## src/rtl/uart_rx_timeout_pkg.sv

```systemverilog
package uart_rx_timeout_pkg;

    typedef enum logic [1:0] {
        STOP_ONE      = 2'd0,
        STOP_ONE_HALF = 2'd1,
        STOP_TWO      = 2'd2,
        STOP_TWO_ALT  = 2'd3
    } stop_len_e;

    typedef struct packed {
        logic [1:0] wlen;
        logic       par;
        stop_len_e  stop;
    } frame_fmt_t;

    // Ticks spent on the stop bits of one character.
    function automatic int stop_ticks(stop_len_e s, int tpb);
        case (s)
            STOP_ONE:      return tpb;
            STOP_ONE_HALF: return tpb + tpb / 2;
            default:       return 2 * tpb;
        endcase
    endfunction

    // Ticks in the whole idle window for a frame format.
    function automatic int window_ticks(frame_fmt_t f, int tpb, int nchar);
        int bits;
        bits = 1 + 5 + int'(f.wlen) + int'(f.par);
        return nchar * (bits * tpb + stop_ticks(f.stop, tpb));
    endfunction

    // Largest window over all formats: 12 bit times per character.
    function automatic int window_max(int tpb, int nchar);
        return nchar * tpb * 12;
    endfunction

endpackage

```

## src/rtl/tmo_limit_calc.sv

```systemverilog
module tmo_limit_calc
    import uart_rx_timeout_pkg::*;
#(
    parameter int TICKS_PER_BIT = 16,
    parameter int CHAR_COUNT    = 4,
    localparam int LIM_W = $clog2(window_max(TICKS_PER_BIT, CHAR_COUNT) + 1)
) (
    input  logic             clk,
    input  logic             rst,
    input  frame_fmt_t       fmt_i,
    output logic [LIM_W-1:0] limit_o,
    output logic             fmt_chg_o
);
    localparam int LIM_LO = CHAR_COUNT * TICKS_PER_BIT * 7;
    localparam int LIM_HI = window_max(TICKS_PER_BIT, CHAR_COUNT);

    frame_fmt_t       fmt_q;
    logic [LIM_W-1:0] limit_q;

    always_ff @(posedge clk) begin
        fmt_q   <= fmt_i;
        limit_q <= LIM_W'(window_ticks(fmt_i, TICKS_PER_BIT, CHAR_COUNT));
        if (rst) begin
            fmt_q <= fmt_i;
        end
    end

    assign fmt_chg_o = (fmt_i != fmt_q);
    assign limit_o   = limit_q;

    // the window stays between the shortest and longest frame.
    assert_limit_range_R4: assert property (@(posedge clk) disable iff (rst)
        (int'(limit_q) >= LIM_LO) && (int'(limit_q) <= LIM_HI));

endmodule

```

## src/rtl/tmo_tick_counter.sv

```systemverilog
module tmo_tick_counter #(
    parameter int LIM_W = 10
) (
    input  logic             clk,
    input  logic             rst,
    input  logic             tick_i,
    input  logic             restart_i,
    input  logic [LIM_W-1:0] limit_i,
    output logic [LIM_W-1:0] cnt_o,
    output logic             hit_o
);
    logic [LIM_W-1:0] cnt_q;

    always_ff @(posedge clk) begin
        if (rst || restart_i) begin
            cnt_q <= '0;
        end else if (tick_i && (cnt_q < limit_i)) begin
            cnt_q <= cnt_q + LIM_W'(1);
        end
    end

    assign hit_o = !restart_i && tick_i && (cnt_q == limit_i - LIM_W'(1));
    assign cnt_o = cnt_q;

    // the count moves by at most one per cycle and only on a tick.
    assert_step_on_tick_R5: assert property (@(posedge clk) disable iff (rst)
        (!tick_i && !restart_i) |=> $stable(cnt_q));

    // the count saturates at the window and never passes it.
    assert_cnt_bounded_R4: assert property (@(posedge clk) disable iff (rst)
        !$stable(limit_i) || (cnt_q <= limit_i));

endmodule

```

## src/rtl/tmo_irq_latch.sv

```systemverilog
module tmo_irq_latch (
    input  logic clk,
    input  logic rst,
    input  logic set_i,
    input  logic clr_i,
    output logic irq_o
);
    logic irq_q;

    always_ff @(posedge clk) begin
        if (rst || clr_i) begin
            irq_q <= 1'b0;
        end else if (set_i) begin
            irq_q <= 1'b1;
        end
    end

    assign irq_o = irq_q;

    // without a clear, a raised interrupt holds.
    assert_irq_sticky_R7: assert property (@(posedge clk) disable iff (rst)
        (irq_q && !clr_i) |=> irq_q);

endmodule

```

## src/rtl/uart_rx_timeout.sv

```systemverilog
module uart_rx_timeout
    import uart_rx_timeout_pkg::*;
#(
    parameter int TICKS_PER_BIT = 16,
    parameter int CHAR_COUNT    = 4
) (
    input  logic       clk,
    input  logic       rst,
    input  logic       tick_i,
    input  logic [1:0] word_len_i,
    input  logic       parity_en_i,
    input  logic [1:0] stop_sel_i,
    input  logic       fifo_empty_i,
    input  logic       stop_mid_i,
    input  logic       rhr_rd_i,
    output logic       timeout_irq_o
);
    localparam int LIM_W = $clog2(window_max(TICKS_PER_BIT, CHAR_COUNT) + 1);

    frame_fmt_t       fmt;
    logic [LIM_W-1:0] limit;
    logic [LIM_W-1:0] cnt;
    logic             fmt_chg;
    logic             restart;
    logic             hit;
    logic             clr;

    always_comb begin
        fmt.wlen = word_len_i;
        fmt.par  = parity_en_i;
        fmt.stop = stop_len_e'(stop_sel_i);
    end

    assign clr     = rhr_rd_i || fifo_empty_i;
    assign restart = clr || stop_mid_i || fmt_chg;

    tmo_limit_calc #(
        .TICKS_PER_BIT(TICKS_PER_BIT),
        .CHAR_COUNT   (CHAR_COUNT)
    ) u_limit (
        .clk      (clk),
        .rst      (rst),
        .fmt_i    (fmt),
        .limit_o  (limit),
        .fmt_chg_o(fmt_chg)
    );

    tmo_tick_counter #(
        .LIM_W(LIM_W)
    ) u_cnt (
        .clk      (clk),
        .rst      (rst),
        .tick_i   (tick_i),
        .restart_i(restart),
        .limit_i  (limit),
        .cnt_o    (cnt),
        .hit_o    (hit)
    );

    tmo_irq_latch u_irq (
        .clk  (clk),
        .rst  (rst),
        .set_i(hit),
        .clr_i(clr),
        .irq_o(timeout_irq_o)
    );

    // an empty FIFO silences the interrupt.
    assert_empty_quiet_R1: assert property (@(posedge clk) disable iff (rst)
        fifo_empty_i |=> !timeout_irq_o);

    // a stop-bit centre strobe zeroes the count.
    assert_mid_restart_R2: assert property (@(posedge clk) disable iff (rst)
        stop_mid_i |=> (cnt == '0));

    // a holding-register read drops the interrupt.
    assert_read_clears_R3: assert property (@(posedge clk) disable iff (rst)
        rhr_rd_i |=> !timeout_irq_o);

    // the interrupt rises only on the last tick of a full window.
    assert_rise_at_limit_R4: assert property (@(posedge clk) disable iff (rst)
        $rose(timeout_irq_o) |-> ($past(cnt) == $past(limit) - LIM_W'(1)));

    // a new frame format zeroes the count.
    assert_fmt_restart_R6: assert property (@(posedge clk) disable iff (rst)
        fmt_chg |=> (cnt == '0));

    // reset clears the interrupt and the count.
    assert_reset_clear_R8: assert property (@(posedge clk)
        rst |=> (!timeout_irq_o && (cnt == '0)));

endmodule

```

## config.mk

```make
export PLATFORM = sky130hd
export DESIGN_NAME = uart_rx_timeout
export DESIGN_NICKNAME = d
export VERILOG_FILES = /design/src/rtl/uart_rx_timeout_pkg.sv /design/src/rtl/tmo_limit_calc.sv /design/src/rtl/tmo_tick_counter.sv /design/src/rtl/tmo_irq_latch.sv /design/src/rtl/uart_rx_timeout.sv
export SDC_FILE = /design/constraint.sdc
export NUM_CORES = 1
export LEC_CHECK = 0
export ABC_AREA = 1
export BUFFER_PORTS_ARGS = -buffer_cell sky130_fd_sc_hd__clkbuf_2
export CAP_MARGIN = 40
export CORE_MARGIN = 5
export CORE_UTILIZATION = 48
export CTS_BUF_LIST = sky130_fd_sc_hd__clkbuf_8
export CTS_CLUSTER_SIZE = 30
export DETAILED_ROUTE_END_ITERATION = 6
export PLACE_DENSITY_LB_ADDON = 0.05
export SETUP_SLACK_MARGIN = 0.5
export SLEW_MARGIN = 10
export SYNTH_ARGS = -nofsm -noshare
export SYNTH_HDL_FRONTEND = slang
export SYNTH_HIERARCHICAL = 1
export SYNTH_SLANG_ARGS = --single-unit
```

## constraint.sdc

```tcl
create_clock -name clk -period 1.8 [get_ports clk]
set_clock_uncertainty 0.2 [all_clocks]
set_input_delay 0.36 -clock clk [delete_from_list [all_inputs] [get_ports clk]]
set_output_delay 0.36 -clock clk [all_outputs]
set_load 0.01 [all_outputs]
```

==> results.tsv, run 1 <==
stage	metric	value	unit
synthesis	XOR/XNOR Fraction of Synth Area	4.36	%
timing	max frequency	556	MHz
synthesis	ys flop type	dfxtp_1	
setup_path	CP Max Fanout	2	
setup_path	most frequent cell on the critical path	nor2_1	
synthesis	Yosys top cell by area	dfxtp_1	
global_routing	total congestion overflow	0	
setup_path	CP max stage delay	0.35	ns
setup_path	WP data arrival	1.81	ns
synthesis	post-synth top area share	23.3	%
outcome	status	completed	
finish	fin cells	357	
synthesis	Netlist Area Pre-Place	1810	µm²
setup_path	FF-to-FF Start	u_limit/fmt_q[1]$_DFF_P_	
floorplan	Core ar.	3660	µm²
finish	layout cells sized above 1	43.0	%
placed_design	Placed Instances	340	
clock_network	clock sink count	21	
synthesis	Synth async-reset ratio	0	%
clock_network	Clk Latency, worst-skew pair	0.27	ns
finish	design area	2490	µm²
routing	met2 WL	2060	µm
finish	Inserted Diodes	0	
routing	# DRC	0	
setup_path	Setup crit start kind	flip-flop	
pwr	peak supply drop	478	µV
placed_design	IO Port Bufs	11	
timing	period utilization	99.9	%
placed_design	routability cong.	0.818	
synthesis	Syn Inst Count	273	
placed_design	dpl cell area	2170	µm²
synthesis	Yosys cell types	31	
global_routing	global-route wire length before repair	7190	µm
setup_path	WP buf/inv	1	
routing	Met3 Wirelength	150	µm
hold_path	worst hold path class	input pin to flip-flop	
floorplan	die area	5090	µm²
global_routing	GR Util All Layers	17.6	%
floorplan	initial core utilization	49.4	%
finish	fin nets	338	
floorplan	Die Ht	71.4	µm
timing	Tmin final	1.80	ns
timing	Setup Viol. Count Final	0	
synthesis	Synth Area in Simple Gates	40.0	%
routing	vias per std cell	4.72	
routing	first-pass detailed-route iteration total	4	
flow_run	Max-cap violations	0	
clock_network	CTS Buf Count	3	
synthesis	Synth area leaders	dfxtp_1, nand2_1, ha_1, inv_1, nor2_1	
floorplan	IO Count	12	
synthesis	FF+latch count, synth	21	
routing	via count	1685	
setup_path	Worst Path Required	1.81	ns
pwr	Overall Power	1.20	mW
global_routing	initial antenna violation count	0	
finish	Layout area overhead	37.6	%
clock_network	Clock Path Buffers	2	
global_routing	largest net degree at the start of global routing	14	
setup_path	delay-heaviest family, CP	simple AND/OR/NAND/NOR gates	
synthesis	Avg Synthesized Cell Area	6.62	µm²
routing	DRT met1 WL	1930	µm
timing	Slew Limit Fails	0	
setup_path	CP cell instances	inv_2 > nand2_2 > nand2_2 > nor2_4 > nand3_2 > nor2_2 > nand2_1 > nor3b_2 > nand3_1 > nor2_1 > nand3_1 > nor2_1 > nor2_1 > nor2_1	
routing	total wire length	4180	µm
clock_network	CTS tree	built	
global_routing	vias in the first global route	1595	
setup_path	register-to-register setup slack	0.002	ns
setup_path	slowest CP cell	dfxtp_2	
setup_path	critical path class	flip-flop to flip-flop	
setup_path	worst-case reg-to-reg path depth	14	
routing	uppermost layer routed	met4	
pwr	P_leak	1.18	nW
synthesis	yosys warns	6	
timing	endpoints failing hold	0	
routing	Final ANT Viol Nets	0	
synthesis	Post-synth EDFFs	0	
clock_network	Clk pin slew, worst setup/hold paths	0.09	ns
setup_path	critical path startpoint	u_limit/fmt_q[1]$_DFF_P_	
setup_path	reg-to-reg endpoint	u_irq/irq_o$_SDFFE_PP0P_	
placed_design	HPWL after DPL	3070	µm
setup_path	Worst path depth	14	
routing	wire length per cell	11.7	µm
synthesis	sequential area share after synthesis	23.3	%
floorplan	Rows	22	
setup_path	CP Capture Point	u_irq/irq_o$_SDFFE_PP0P_	
setup_path	CP Capture Type	flip-flop	
timing	RSZ-0062 raised after global routing	yes	
synthesis	post-synthesis mux area share	0	%
floorplan	die width	71.4	µm
synthesis	largest family of logic cells by synthesized area	simple AND/OR/NAND/NOR gates	
routing	Initial DRC Count	91	
synthesis	Adder-Cell Fraction of Synth Area	12.2	%
pwr	PD cells	483	nW/µm²
clock_network	Root Buffer	clkbuf_8	
clock_network	H-tree Lvls	1	
synthesis	Compound-Gate Fraction of Synth Area	6.30	%
cells by family (layout without fill, tap and decap cells):
| family | count (synthesis) | after routing |
|---|---|---|
| flops | 21 | 21 |
| fa+ha+maj | 17 | 17 |
| simple gates | 147 | 148 |
| xor+xnor | 9 | 9 |
| buf+inv | 60 | 91 |
| compound gates | 18 | 18 |
| other cells | 1 | 5 |
worst reg2reg max path: cells and delay by family, from the launching register on:
kind	cells	cell delay, ns
buf+inv	1	0.04
flops	1	0.35
simple gates	13	1.15
registers in the layout, summed over array words and instances, names as in the netlist:
signal,count
u_irq/irq_o,1
u_limit/fmt_q,5
u_limit/limit_o,5
u_cnt/cnt_o,10
where the power goes:
part | total (mW) | switching (mW) | leakage, nW | internal (mW)
Combinational | 0.370 | 0.198 | 0.972 | 0.173
Sequential | 0.501 | 0.0156 | 0.178 | 0.486
Clock | 0.330 | 0.172 | 0.0260 | 0.158
worst min-delay path by stage:
stage | start | endpoint | slack, ns | depth (start not counted)
floorplan | stop_sel_i[0] | u_limit/fmt_q[0]$_DFF_P_ | 0.19 | 0
global placement | u_irq/irq_o$_SDFFE_PP0P_ | u_irq/irq_o$_SDFFE_PP0P_ | 0.25 | 2
detailed placement | u_irq/irq_o$_SDFFE_PP0P_ | u_irq/irq_o$_SDFFE_PP0P_ | 0.26 | 2
CTS | word_len_i[1] | u_limit/fmt_q[4]$_DFF_P_ | 0.03 | 1
global route | word_len_i[0] | u_limit/fmt_q[3]$_DFF_P_ | 0.0006 | 1
finish | word_len_i[0] | u_limit/fmt_q[3]$_DFF_P_ | 0.01 | 1
layout make-up:
cell class	instances	area [µm²]
multi-input cells	197	1440
inverters	53	216
flip-flops and latches	21	452
well taps	48	60.1
clock buffers	3	41.3
clock inverters	1	6.26
fillers	322	1170
repair buffers	34	273
per-stage QoR:
| step | setup WS [ns] | TNS (ns) | hold WS (ns) | util (%) |
|---|---|---|---|---|
| after CTS | 0.0527 | 0 | 0.0298 | 65.0 |
| final | 0.00168 | 0 | 0.0139 | 68.0 |
| after global placement | -0.118 | -0.560 | 0.254 | 59.2 |
| after floorplan | 0.222 | 0 | 0.188 | - |
| after global routing | -0.210 | -0.308 | 0.000577 | 68.0 |
| after detailed placement | -0.172 | -0.816 | 0.262 | 59.2 |
cells in the mapped netlist (2+ instances only):
cell / instances
ha_1: 16
nand3b_1: 2
nor2_8: 2
inv_1: 42
xnor2_1: 4
xor2_1: 5
nand4_1: 6
buf_4: 6
nand2_1: 86
a21oi_1: 8
nor2_4: 3
nand2_2: 5
dfxtp_1: 21
inv_2: 9
o21ai_0: 3
clkinv_1: 2
nor2_1: 22
nor2_2: 2
o21ai_1: 3
nand3_2: 2
nand3_1: 13
nand3_4: 2
timing repair:
action	in CTS	in global routing
setup buffers	7	5
gates resized for setup	22	24
setup endpoints to repair	15	15
cloned	1	0
pin swaps	14	23
hold buffers	0	0
cells in the final DEF (no fill, tap or decap), types with 5 or more instances in the layout:
master    instances
nand2_4           6
inv_2            16
inv_4             5
nand2_2          15
a21oi_1           6
dfxtp_2          13
nand3_1          12
ha_4             11
inv_1            30
buf_4            19
conb_1            5
nand4_1           6
nor2_4            6
xor2_1            5
clkbuf_2          9
nor2_1           18
ha_1              5
nand2_1          70
metal layers:
metal | up-vias | track usage (%)
met5 | - | 0
met4 | 0 | 4.18
met3 | 4 | 4.35
met2 | 23 | 30.3
met1 | 759 | 21.9
li1 | 899 | -
(Power assumes the default switching activity.)
==> run 2, diff against run 1 <==
- CELL_PAD_IN_SITES_DETAIL_PLACEMENT: unset -> 2
- CELL_PAD_IN_SITES_GLOBAL_PLACEMENT: unset -> 2
- CORE_UTILIZATION: 48 -> 31
- SLEW_MARGIN: 10 -> unset
==> run 2 against run 1 <==
- the flow now finishes with violations (negative setup slack)
- clock-buffer cell count unchanged
- register-to-register slack got worse by 0.02 ns
- critical path depth unchanged
- via count increased by 8.6%
- die area increased by 46%
==> results.tsv, run 2 (synthesis gave the netlist of run 1 again) <==
stage	metric	value	unit
outcome	status	finished with violations	
routing	vias per std cell	4.70	
clock_network	Root Buffer	clkbuf_8	
routing	Final ANT Viol Nets	0	
global_routing	initial antenna violation count	0	
routing	via count	1830	
outcome	failing checks	negative setup slack	
placed_design	Placed Instances	370	
timing	Tmin final	1.82	ns
finish	final core utilization	46.2	%
global_routing	vias in the first global route	2113	
timing	max frequency	550	MHz
finish	Inserted Diodes	0	
setup_path	CP Max Fanout	2	
flow_run	Max-cap violations	0	
setup_path	Setup crit start kind	flip-flop	
timing	Slew Limit Fails	0	
hold_path	worst hold path class	input pin to flip-flop	
floorplan	Core ar.	5570	µm²
timing	endpoints failing hold	0	
clock_network	CTS tree	built	
pwr	peak supply drop	315	µV
placed_design	HPWL after DPL	4580	µm
pwr	PD cells	482	nW/µm²
finish	Register Area	449	µm²
setup_path	Worst Path Required	1.82	ns
routing	first-pass detailed-route iteration total	4	
timing	final hold slack	0.0374	ns
global_routing	GR Util All Layers	17.4	%
finish	Multi-input gate area	1460	µm²
finish	commonest non-fill, non-tap cells in the layout	nand2_1, inv_1, buf_4	
routing	# DRC	0	
clock_network	Clk Latency, worst-skew pair	0.28	ns
finish	Largest register FFs	10	
floorplan	initial core utilization	32.4	%
clock_network	clock sink count	21	
global_routing	global-route wire length before repair	10200	µm
timing	RSZ-0062 raised after global routing	yes	
floorplan	die area	7460	µm²
setup_path	most frequent cell on the critical path	nor2_1	
setup_path	CP Capture Type	flip-flop	
routing	wire length per cell	15.7	µm
placed_design	IO Port Bufs	11	
pwr	Overall Power	1.24	mW
floorplan	Rows	27	
clock_network	Clock Path Buffers	2	
setup_path	CP cell instances	inv_2 > nand2_2 > nand2_2 > nor2_2 > nand3_2 > nor2_1 > nand2_1 > nor3b_2 > nand3_1 > nor2_1 > nand3_1 > nor2_1 > nor2_1 > nor2_1	
floorplan	IO Count	12	
finish	fin nets	346	
setup_path	critical path class	flip-flop to flip-flop	
clock_network	CTS Buf Count	3	
timing	period utilization	101	%
routing	Initial DRC Count	52	
finish	commonest non-fill, non-tap cell in the layout	nand2_1	
clock_network	H-tree Lvls	1	
pwr	P_leak	1.22	nW
finish	# fillers	655	
finish	Layout area overhead	42.3	%
placed_design	routability cong.	0.715	
floorplan	die width	86.4	µm
setup_path	slowest CP cell	dfxtp_2	
global_routing	total congestion overflow	0	
routing	total wire length	6110	µm
finish	layout cells sized above 1	44.5	%
global_routing	largest net degree at the start of global routing	12	
clock_network	Clk pin slew, worst setup/hold paths	0.09	ns
setup_path	WP data arrival	1.84	ns
timing	Setup Viol. Count Final	1	
timing	Final WS setup	-0.0189	ns
finish	fin cells	389	
floorplan	Die Ht	86.4	µm
setup_path	CP max stage delay	0.35	ns
## run 2: changes by cell type in the layout (fill, tap and decap cells not counted), sizes merged
| cell | previous run | this run |
|---|---|---|
| buf | 24 | 32 |
| clkbuf | 13 | 12 |
| dlygate4sd3 | 0 | 1 |
## run 2: layer usage
| layer | track usage, % | wire, µm |
|---|---|---|
| met4 | 4.96 | 84 |
| met1 | 20.1 | 2570 |
| met3 | 2.09 | 101 |
| met5 | 0 | 0 |
| met2 | 33.3 | 3350 |
## run 2: worst max-delay path: cells and delay by family, from the launching register on
| kind | cells | cell delay, ns |
|---|---|---|
| buf+inv | 1 | 0.04 |
| simple gates | 13 | 1.17 |
| flops | 1 | 0.35 |
## run 2: path summary, 6_finish.rpt
check                            from                       end  slack [ns]  depth (start not counted)
max          u_limit/fmt_q[3]$_DFF_P_  u_irq/irq_o$_SDFFE_PP0P_       -0.02                         14
min                     word_len_i[1]  u_limit/fmt_q[4]$_DFF_P_        0.04                          1
max reg2reg  u_limit/fmt_q[3]$_DFF_P_  u_irq/irq_o$_SDFFE_PP0P_       -0.02                         14
min reg2reg  u_irq/irq_o$_SDFFE_PP0P_  u_irq/irq_o$_SDFFE_PP0P_        0.29                          2
## run 2: final cells by class
| class | count | area share [%] |
|---|---|---|
| inverters | 53 | 8.22 |
| multi-input cells | 197 | 56.7 |
| clock inverters | 1 | 0.146 |
| well taps | 72 | 3.50 |
| flip-flops and latches | 21 | 17.5 |
| repair buffers | 42 | 12.4 |
| clock buffers | 3 | 1.61 |
## run 2: repair_timing
action / CTS / global route
pin swaps: 9 / 22
hold buffers: 0 / 1
cloned: 1 / 0
endpoints found under the hold margin: 0 / 1
buffers inserted: 8 / 5
setup endpoints to repair: 15 / 15
resized for setup: 14 / 29
## run 2: metrics by stage
stage	worst slack [ns]	cell area (µm²)	setup TNS, ns
after global routing	-0.221	2570	-1.00
after floorplan	0.222	2020	0
final	-0.0189	2570	-0.0189
after detailed placement	-0.230	2240	-1.92
after CTS	0.0100	2420	0
after global placement	-0.135	2240	-0.868
## run 2: where the power goes
| group | switching, mW | internal, mW | total, mW |
|---|---|---|---|
| registers | 0.0163 | 0.487 | 0.503 |
| logic | 0.219 | 0.178 | 0.397 |
| clock network | 0.187 | 0.153 | 0.340 |
==> run 3, diff against run 2 <==
- CORE_UTILIZATION: 31 -> 35
- clock period: 1.8 -> 2.05 ns (I/O delays scaled with it)
==> run 3 against run 2 <==
- the flow now finishes without violations
- sequential cell count stayed put
- sequential share of layout area is 0.77 points higher
- clock-buffer cell count stayed put
- via count is 4.9% higher
- utilization is 3.1 points higher
==> results.tsv, run 3 (synthesis gave the netlist of run 1 again) <==
stage	metric	value	unit
clock_network	Hold Buf Count CTS	0	
clock_network	Root Buffer	clkbuf_8	
timing	Tmin final	2.00	ns
global_routing	GR Util met2	40.9	%
finish	fin nets	338	
global_routing	GRT met3 Usage	3.29	%
finish	Largest register FFs	10	
timing	Slew Limit Fails	0	
clock_network	Clk Latency, worst-skew pair	0.29	ns
placed_design	Placed Instances	354	
clock_network	clock sink count	21	
pwr	P_leak	1.19	nW
setup_path	CP cell instances	inv_1 > nand2_1 > nand2_1 > nor2_1 > nand3_2 > nor2_2 > nand2_2 > nor3b_2 > nand3_1 > nor2_1 > nand3_1 > nor2_1 > nor2_1 > nor2_1	
floorplan	Die Ht	81.9	µm
setup_path	Worst Path Required	2.08	ns
setup_path	critical path class	flip-flop to flip-flop	
global_routing	met1 usage	24.7	%
finish	Layout area overhead	38.2	%
setup_path	Setup crit start kind	flip-flop	
placed_design	worst-case setup slack after placement	-0.0371	ns
clock_network	CTS Buf Count	3	
timing	period utilization	97.7	%
timing	max frequency	500	MHz
setup_path	register-to-register setup slack	0.05	ns
clock_network	H-tree Lvls	1	
floorplan	Rows	26	
finish	commonest non-fill, non-tap cells in the layout	nand2_1, inv_1, buf_4, nor2_1	
timing	Final WS setup	0.0481	ns
setup_path	most frequent cell on the critical path	nor2_1	
floorplan	die area	6700	µm²
timing	RSZ-0062 raised after global routing	yes	
floorplan	Core ar.	5070	µm²
floorplan	die width	81.9	µm
setup_path	CP Capture Point	u_irq/irq_o$_SDFFE_PP0P_	
hold_path	worst hold path class	input pin to flip-flop	
floorplan	IO Count	12	
timing	post-route setup TNS	0	ns
setup_path	CP Capture Type	flip-flop	
placed_design	HPWL after DPL	4410	µm
setup_path	CP Max Fanout	2	
pwr	PD cells	447	nW/µm²
routing	# DRC	0	
global_routing	GR Util All Layers	21.9	%
placed_design	routability cong.	0.769	
finish	fin cells	379	
setup_path	slowest CP cell	dfxtp_1	
routing	Final ANT Viol Nets	0	
outcome	status	completed	
global_routing	vias in the first global route	2104	
timing	endpoints failing hold	0	
routing	total wire length	8130	µm
setup_path	FF-to-FF Start	u_limit/fmt_q[3]$_DFF_P_	
global_routing	global-route wire length before repair	10900	µm
global_routing	most used routing layer	met2	
routing	wire length per cell	21.4	µm
clock_network	Clock Path Buffers	2	
setup_path	critical path startpoint	u_limit/fmt_q[3]$_DFF_P_	
floorplan	initial core utilization	35.6	%
setup_path	reg-to-reg endpoint	u_irq/irq_o$_SDFFE_PP0P_	
clock_network	Clk pin slew, worst setup/hold paths	0.10	ns
finish	layout cells sized above 1	42.7	%
setup_path	WP data arrival	2.03	ns
setup_path	worst-case reg-to-reg path depth	14	
routing	via count	1919	
finish	Inserted Diodes	0	
pwr	peak supply drop	384	µV
global_routing	largest net degree at the start of global routing	13	
routing	vias per std cell	5.06	
global_routing	total congestion overflow	0	
timing	Setup Viol. Count Final	0	
flow_run	Max-cap violations	0	
placed_design	IO Port Bufs	11	
pwr	Overall Power	1.12	mW
clock_network	CTS tree	built	
finish	commonest non-fill, non-tap cell in the layout	nand2_1	
setup_path	CP max stage delay	0.37	ns
global_routing	initial antenna violation count	0	
routing	Initial DRC Count	102	
finish	final core utilization	49.2	%
routing	first-pass detailed-route iteration total	6	
## run 3: changes by cell type in the layout (fill, tap and decap cells not counted), moves of 2 or more
cell	change
nand2_2	-2
buf_6	+3
buf_4	-11
ha_1	+2
ha_4	-3
dfxtp_2	-4
dfxtp_4	+3
## run 3: timing repair
item	4_1_cts	5_1_grt
setup buffers	11	9
pin swaps	19	15
setup endpoints to repair	11	12
cloned	1	0
gates resized for setup	25	22
## run 3: metal layers
layer / share of wire [%] / vias to the layer above
li1: - / 904
met4: 1.9 / 0
met2: 53 / 35
met1: 42 / 961
met5: 0 / -
met3: 3.0 / 19
## run 3: how the worst min path moves through the flow
stage                                        start                        to  slack (ns)  cells after the start
after floorplan                      stop_sel_i[0]  u_limit/fmt_q[0]$_DFF_P_        0.24                      0
after global placement    u_irq/irq_o$_SDFFE_PP0P_  u_irq/irq_o$_SDFFE_PP0P_        0.26                      2
after detailed placement  u_irq/irq_o$_SDFFE_PP0P_  u_irq/irq_o$_SDFFE_PP0P_        0.29                      2
after CTS                            word_len_i[1]  u_limit/fmt_q[4]$_DFF_P_         0.1                      1
after global routing                   parity_en_i  u_limit/fmt_q[2]$_DFF_P_        0.07                      1
final                                  parity_en_i  u_limit/fmt_q[2]$_DFF_P_        0.08                      1
## run 3: power by group
part           leakage [nW]  switching (mW)  internal, mW
registers             0.179          0.0171         0.424
clock network        0.0255           0.181         0.137
logic                 0.985           0.215         0.144
## run 3: per-stage QoR
stage | hold WS [ns] | cell area, µm²
after global placement | 0.257 | 2110
after floorplan | 0.238 | 2000
final | 0.0795 | 2500
after detailed placement | 0.293 | 2110
after CTS | 0.0966 | 2340
after global routing | 0.0667 | 2500
## run 3: critical path, delay by kind of cell, from the launching register on
kind / cells / cell delay, ns
buffers and inverters: 1 / 0.06
AND/OR/NAND/NOR: 13 / 1.32
flip-flops: 1 / 0.37
## run 3: layout make-up
cell class | instances | area (µm²)
Tap cell | 70 | 87.6
Sequential cell | 21 | 455
Multi-Input combinational cell | 197 | 1430
Clock buffer | 3 | 41.3
Inverter | 53 | 211
Timing Repair Buffer | 34 | 270
Clock inverter | 1 | 5.00
Fill cell | 604 | 2580
